<file path="config.mk">
export PLATFORM = sky130hd
export DESIGN_NAME = panel_loader
export DESIGN_NICKNAME = d
export VERILOG_FILES = /design/src/rtl/panel_pkg.sv /design/src/rtl/panel_sync.sv /design/src/rtl/panel_edge.sv /design/src/rtl/panel_route.sv /design/src/rtl/panel_loader.sv
export SDC_FILE = /design/constraint.sdc
export NUM_CORES = 1
export LEC_CHECK = 0
export BUFFER_PORTS_ARGS = -buffer_cell sky130_fd_sc_hd__buf_4
export CAP_MARGIN = 40
export CORE_MARGIN = 2
export CORE_UTILIZATION = 29
export DETAILED_ROUTE_END_ITERATION = 8
export PLACE_DENSITY = 0.6
export SLEW_MARGIN = 5
export SYNTH_ARGS = -nofsm -noshare
export SYNTH_HDL_FRONTEND = slang
export SYNTH_HIERARCHICAL = 1
export SYNTH_SLANG_ARGS = --single-unit
</file>
<file path="constraint.sdc">
create_clock -name clk -period 2.2 [get_ports clk]
set_input_delay 0.22 -clock clk [delete_from_list [all_inputs] [get_ports clk]]
set_output_delay 0.22 -clock clk [all_outputs]
set_load 0.05 [all_outputs]
</file>
<file path="src/rtl/panel_pkg.sv">
package panel_pkg;

  typedef enum logic {
    MODE_RUN  = 1'b0,
    MODE_PROG = 1'b1
  } panel_mode_e;

  typedef struct packed {
    logic we;
    logic restart;
  } panel_cmd_t;

  function automatic logic f_rise(input logic cur, input logic prev);
    return cur & ~prev;
  endfunction

  function automatic panel_cmd_t f_route(input panel_mode_e mode, input logic edge_evt);
    panel_cmd_t c;
    c.we      = edge_evt && (mode == MODE_PROG);
    c.restart = edge_evt && (mode == MODE_RUN);
    return c;
  endfunction

endpackage

</file>
<file path="src/rtl/panel_sync.sv">
module panel_sync #(
  parameter int W      = 1,
  parameter int STAGES = 2
) (
  input  logic         clk,
  input  logic         rst_n,
  input  logic [W-1:0] d_i,
  output logic [W-1:0] q_o
);

  logic [W-1:0] stg [STAGES];

  for (genvar s = 0; s < STAGES; s++) begin : g_stage
    if (s == 0) begin : g_first
      always_ff @(posedge clk or negedge rst_n) begin
        if (!rst_n) stg[s] <= '0;
        else        stg[s] <= d_i;
      end
    end else begin : g_next
      always_ff @(posedge clk or negedge rst_n) begin
        if (!rst_n) stg[s] <= '0;
        else        stg[s] <= stg[s-1];
      end
    end
  end

  assign q_o = stg[STAGES-1];

endmodule

</file>
<file path="src/rtl/panel_edge.sv">
module panel_edge
  import panel_pkg::*;
(
  input  logic clk,
  input  logic rst_n,
  input  logic level_i,
  output logic rise_o
);

  logic prev_q;

  always_ff @(posedge clk or negedge rst_n) begin
    if (!rst_n) prev_q <= 1'b0;
    else        prev_q <= level_i;
  end

  assign rise_o = f_rise(level_i, prev_q);

endmodule

</file>
<file path="src/rtl/panel_route.sv">
module panel_route
  import panel_pkg::*;
#(
  parameter int ADDR_W = 4,
  parameter int DATA_W = 8
) (
  input  logic              clk,
  input  logic              rst_n,
  input  panel_mode_e       mode_i,
  input  logic              rise_i,
  input  logic [ADDR_W-1:0] addr_i,
  input  logic [DATA_W-1:0] data_i,
  output logic              we_o,
  output logic              restart_o,
  output logic [ADDR_W-1:0] addr_o,
  output logic [DATA_W-1:0] data_o
);

  panel_cmd_t cmd;

  assign cmd = f_route(mode_i, rise_i);

  always_ff @(posedge clk or negedge rst_n) begin
    if (!rst_n) begin
      we_o      <= 1'b0;
      restart_o <= 1'b0;
      addr_o    <= '0;
      data_o    <= '0;
    end else begin
      we_o      <= cmd.we;
      restart_o <= cmd.restart;
      if (cmd.we) begin
        addr_o <= addr_i;
        data_o <= data_i;
      end
    end
  end

endmodule

</file>
<file path="src/rtl/panel_loader.sv">
module panel_loader
  import panel_pkg::*;
#(
  parameter int ADDR_W      = 4,
  parameter int DATA_W      = 8,
  parameter int SYNC_STAGES = 2
) (
  input  logic              clk,
  input  logic              rst_n,
  input  logic              mode_i,
  input  logic [ADDR_W-1:0] addr_i,
  input  logic [DATA_W-1:0] data_i,
  input  logic              strobe_i,
  output logic              ram_we_o,
  output logic [ADDR_W-1:0] ram_addr_o,
  output logic [DATA_W-1:0] ram_data_o,
  output logic              cpu_restart_o,
  output logic              cpu_hold_o
);

  logic        strobe_sync;
  logic        mode_sync;
  logic        rise_evt;
  logic        mode_prog;
  panel_mode_e mode_e;

  panel_sync #(.W(1), .STAGES(SYNC_STAGES)) u_strobe_sync (
    .clk  (clk),
    .rst_n(rst_n),
    .d_i  (strobe_i),
    .q_o  (strobe_sync)
  );

  panel_sync #(.W(1), .STAGES(SYNC_STAGES)) u_mode_sync (
    .clk  (clk),
    .rst_n(rst_n),
    .d_i  (mode_i),
    .q_o  (mode_sync)
  );

  panel_edge u_edge (
    .clk    (clk),
    .rst_n  (rst_n),
    .level_i(strobe_sync),
    .rise_o (rise_evt)
  );

  assign mode_e    = mode_sync ? MODE_PROG : MODE_RUN;
  assign mode_prog = (mode_e == MODE_PROG);

  panel_route #(.ADDR_W(ADDR_W), .DATA_W(DATA_W)) u_route (
    .clk      (clk),
    .rst_n    (rst_n),
    .mode_i   (mode_e),
    .rise_i   (rise_evt),
    .addr_i   (addr_i),
    .data_i   (data_i),
    .we_o     (ram_we_o),
    .restart_o(cpu_restart_o),
    .addr_o   (ram_addr_o),
    .data_o   (ram_data_o)
  );

  assign cpu_hold_o = mode_prog;

endmodule

</file>
# [After elaboration in Yosys (flattened, before gate mapping)]
# Cells that the tools add are included.
[totals] out_inout_bits=15 regBits=19 romBits=0 mem_bits_rw=0 mem_count=0 in_bits=16 latch_bits=0
[classes] eq_ne=0 n_mux=1 reduce_logical=2 n_shift=0 bitwise_logic=3 div_mod_pow=0 add_sub_neg=0 n_lt_le_gt_ge=0 mul=0
[ops] op="1-bit logical AND" count=2
[ops] op="1-bit NOT" count=2
[ops] op="1-bit bitwise AND" count=1
[ops] op="1-bit two-way mux" count=1

# [Longest topological paths before layout]
[logic_depth] word_depth=3 mapped_depth=4 ltp_nobuf=3

# [Cells and area by module]
# The synthesis kept the hierarchy.
[by_module_without_submodules] mod="panel_route" cells_each=30 instances=1 area_per_inst_um2=549.3 seq_area_each_um2=350.3
[by_module_without_submodules] mod="panel_sync" cells_each=2 instances=2 area_per_inst_um2=50.0 seq_area_each_um2=50.0
[by_module_without_submodules] mod="panel_edge" cells_each=2 instances=1 area_per_inst_um2=38.8 seq_area_each_um2=25.0

# [Worst setup path after synthesis]
# OpenSTA, ideal clock, no wires.
[synth_timing] path_kind="register to register" from="reg u_mode_sync.stg (netlist bit u_mode_sync/q_o)" to="reg u_route.addr_o[0]" setup_slack_ps=827 arrival_ps=1248 path_stages_with_launch=4 cell_sequence="dfrtp_1 > nand2_2 > buf_6 > mux2_4"
[synth_via] elab_chain_len=2
[synth_rtl] item="start, declared" line_no="panel_sync.sv:11" text="logic [W-1:0] stg [STAGES];"
[synth_rtl] item="start signal, assigned by index" line_no="panel_sync.sv:22" text="else stg[s] <= stg[s-1];"
[synth_rtl] item="1-bit two-way mux" line_no="panel_loader.sv:48" text="assign mode_e = mode_sync ? MODE_PROG : MODE_RUN;"
[synth_rtl] item="1-bit logical AND" line_no="panel_pkg.sv:19" text="c.we = edge_evt && (mode == MODE_PROG);"
[synth_rtl] item="end signal, assigned" line_no="panel_route.sv:33" text="addr_o <= addr_i;"
[synth_rtl] item="end, declared" line_no="panel_route.sv:15" text="output logic [ADDR_W-1:0] addr_o,"
# No other way between the ends.
# A chain may end at the register's enable or synchronous reset.

# [Worst setup path after layout]
[layout_timing] from="reg u_strobe_sync.stg (netlist bit u_strobe_sync/q_o)" to="reg u_route.data_o[4]"
[layout_via] elab_chain_len=2
[layout_rtl] item="start, declared" line_no="panel_sync.sv:11"
[layout_rtl] item="start signal, assigned by index" line_no="panel_sync.sv:22"
[layout_rtl] item="1-bit bitwise AND" line_no="panel_pkg.sv:14" text="return cur & ~prev;"
[layout_rtl] item="via rise_evt" line_no="panel_loader.sv:23" text="logic rise_evt;"
[layout_rtl] item="1-bit logical AND" line_no="panel_pkg.sv:19"
[layout_rtl] item="end signal, assigned" line_no="panel_route.sv:34" text="data_o <= data_i;"
[layout_rtl] item="end, declared" line_no="panel_route.sv:16" text="output logic [DATA_W-1:0] data_o"
# The timed path passes the listed nets, and every way through them passes these cells.

==> impl_metrics.tcl <==
set metrics [dict create \
    synth-xor-area-share 0 \
    drt-wirelength-per-cell_um 12.0 \
    ant_nets 0 \
    crit_path_end "u_route/data_o[4]" \
    final-setup-viol-count 0 \
    yosys_register_bits 19 \
    ff2ff_path_depth 3 \
    vias 401 \
    synth_top_family_by_area "multiplexers" \
    crit_chain "nor2b_4, nand2_2, mux2_2" \
    synth-edff-count 0 \
    p_leak_nw 0.512 \
    relSlewSlack 0.726 \
    yosysWarnings 6 \
    antennaDiodeCount 0 \
    antenna_found_initial 0 \
    rsz0062_at_grt "false" \
    worstSkewPairLatency_ns 0.29 \
    ctsLongestPathBuffers 2 \
    io_buffers 30 \
    start_kind "flip-flop" \
    clockRootBuffer "clkbuf_4" \
    synth_most_common_cell "dfrtp_1" \
    track_usage 0.0928 \
    ir_worst_vdd_v 0.000522 \
    grt_overflow_total 0 \
    status "complete, no violations" \
    syn_avg_cell_area_um2 19.1 \
    worstReg2RegStart "u_strobe_sync/q_o" \
    core_area_um2 2230 \
    synthAdderAreaFrac 0 \
    yosys.area_share.simple 0.0418 \
    cp_max_fo 13 \
    fin_crit_sh 0.608 \
    tns_ns 0 \
    htree_levels 1 \
    cts_buffers 3 \
    maxSlewViolCount 0 \
    clkSinkCount 19 \
    worstPathRequired_ns 2.38 \
    fin_crit_ns 1.34 \
    dr.pass1.iters 2 \
    postLayoutCoreUtil 0.436 \
    cts_tree "built" \
    finalWirelength_mm 1.17 \
    start_util 0.308 \
    worstMarginPinSlew_ns 0.409 \
    drive_above_1_share 0.700 \
    p_per_area_nw_per_um2 944 \
    fp.dieW_um 52.7 \
    critPathSlowestCell "dfrtp_1" \
    critPathArrivalTime_ns 1.52 \
    synthMuxAreaShare 0.245 \
    yosysUniqueCellTypes 8 \
    ys_async_sr_fraction 1.00 \
    synth_compound_area_frac 0 \
    synth_top_area_cell "dfrtp_1" \
    synth.area.top_cells "dfrtp_1 69%, mux2_4 20%, mux2_2 4.9%" \
    crit_type "flip-flop to flip-flop" \
    first_iter_violations 1 \
    area_growth_pct 41.6 \
    hold_path.startpoint "mode_i" \
    synth_top_area_share 0.691 \
    syn_area_um2 688 \
    rows 17 \
    viasPerCell 4.09 \
    reg2reg_to "u_route/data_o[4]" \
    ys_top_cells_by_count "19 x dfrtp_1, 9 x mux2_4, 3 x mux2_2" \
    synthCells 36 \
    path_clk_slew_ns 0.10 \
    final_net_count 87 \
    die_y_um 52.7 \
    holdCritPathClass "primary input to flip-flop" \
    syn_nets 52 \
    cts_resized 0 \
    cpPeakStageDelay_ns 0.40 \
    routabilityCongestion 0.598 \
    maxCapViolations 0 \
    grt_pass1_vias 383 \
    hold_viol 0 \
    fin_worst_skew_ns 0.00220 \
    fmax_ghz 0.748 \
    drc 0 \
    end_kind "flip-flop" \
    synth-seq-area-share 0.691 \
    rrSetupSlack_ns 0.86 \
    die-area_um2 2780 \
    grt_start_max_net_pins 20 \
    ios 31 \
    ys.flop_type "dfrtp_1" \
    crit_start "u_strobe_sync/q_o" \
    grt_pass1_wl_mm 1.79 \
]
-- layout make-up --
cell class                 count  area (um2)
clock buffer                   3        22.5
clock inverter                 1        5.00
fill                         205        1260
inverter                       1        3.75
multi-input combinational     15         198
sequential                    19         475
tap                           28        35.0
timing repair buffer          31         235
-- state kept, by name, indices dropped and copies added (netlist names) --
signal             count
u_strobe_sync/q_o      1
u_route/we_o           1
u_strobe_sync/stg      1
u_mode_sync/q_o        1
u_route/data_o         8
u_edge/prev_q          1
u_route/restart_o      1
u_mode_sync/stg        1
u_route/addr_o         4
-- kinds of logic after synthesis --
group / after synthesis
buffers and inverters: 2
flip-flops: 19
AND/OR/NAND/NOR: 3
multiplexers: 12
-- through the flow --
stage	setup slack [ns]	total power, mW	hold slack [ns]	cell area, um2	std cells
3_3_place_gp	0.917	0.755	0.106	937	93
6_report	0.863	0.920	0.0332	975	98
3_5_place_dp	0.866	0.759	0.104	937	93
5_1_grt	0.786	0.966	0.0132	975	98
4_1_cts	0.846	0.932	0.0217	975	98
2_1_floorplan	0.827	0.649	-0.0756	688	36
-- power breakdown --
| group | switching [mW] | total (mW) | internal (mW) |
|---|---|---|---|
| clock network | 0.101 | 0.168 | 0.0675 |
| registers | 0.0268 | 0.423 | 0.397 |
| logic | 0.202 | 0.328 | 0.126 |
| total | 0.329 | 0.920 | 0.590 |
-- worst min-delay path by stage --
stage	slack [ns]	depth (start not counted)	end
detailed placement	0.10	1	u_route/addr_o[1]
global placement	0.11	1	u_route/addr_o[1]
global route	0.01	1	u_mode_sync/stg[1]
CTS	0.02	1	u_mode_sync/stg[1]
finish	0.03	1	u_mode_sync/stg[1]
floorplan	-0.08	0	u_edge/prev_q
-- timing repair --
action | in CTS | in global routing
setup buffers | 0 | 0
hold endpoints to repair | 19 | 0
hold buffers | 1 | 0
-- metal layers --
metal	up-vias	share of wire	track usage
li1	187	-	-
met1	194	0.45	0.127
met2	18	0.47	0.127
met3	2	0.076	0.0486
met4	0	0.0068	0.0256
met5	-	0	0
-- placed cells by master, fill, tap and decap left out --
cell type,synthesis,final
and2b_2,1,1
buf_4,0,30
clkbuf_4,0,3
clkinv_2,0,1
dfrtp_1,19,19
dlygate4sd3_1,0,1
inv_1,1,1
mux2_2,3,3
mux2_4,9,9
nand2_2,1,1
nor2b_4,1,1
-- critical path, delay by kind of cell, from the launching register on --
kind             cells  cell delay, ns
AND/OR/NAND/NOR      2            0.44
flip-flops           1            0.40
multiplexers         1            0.39
Note: power is estimated with default switching activity, not from simulation.
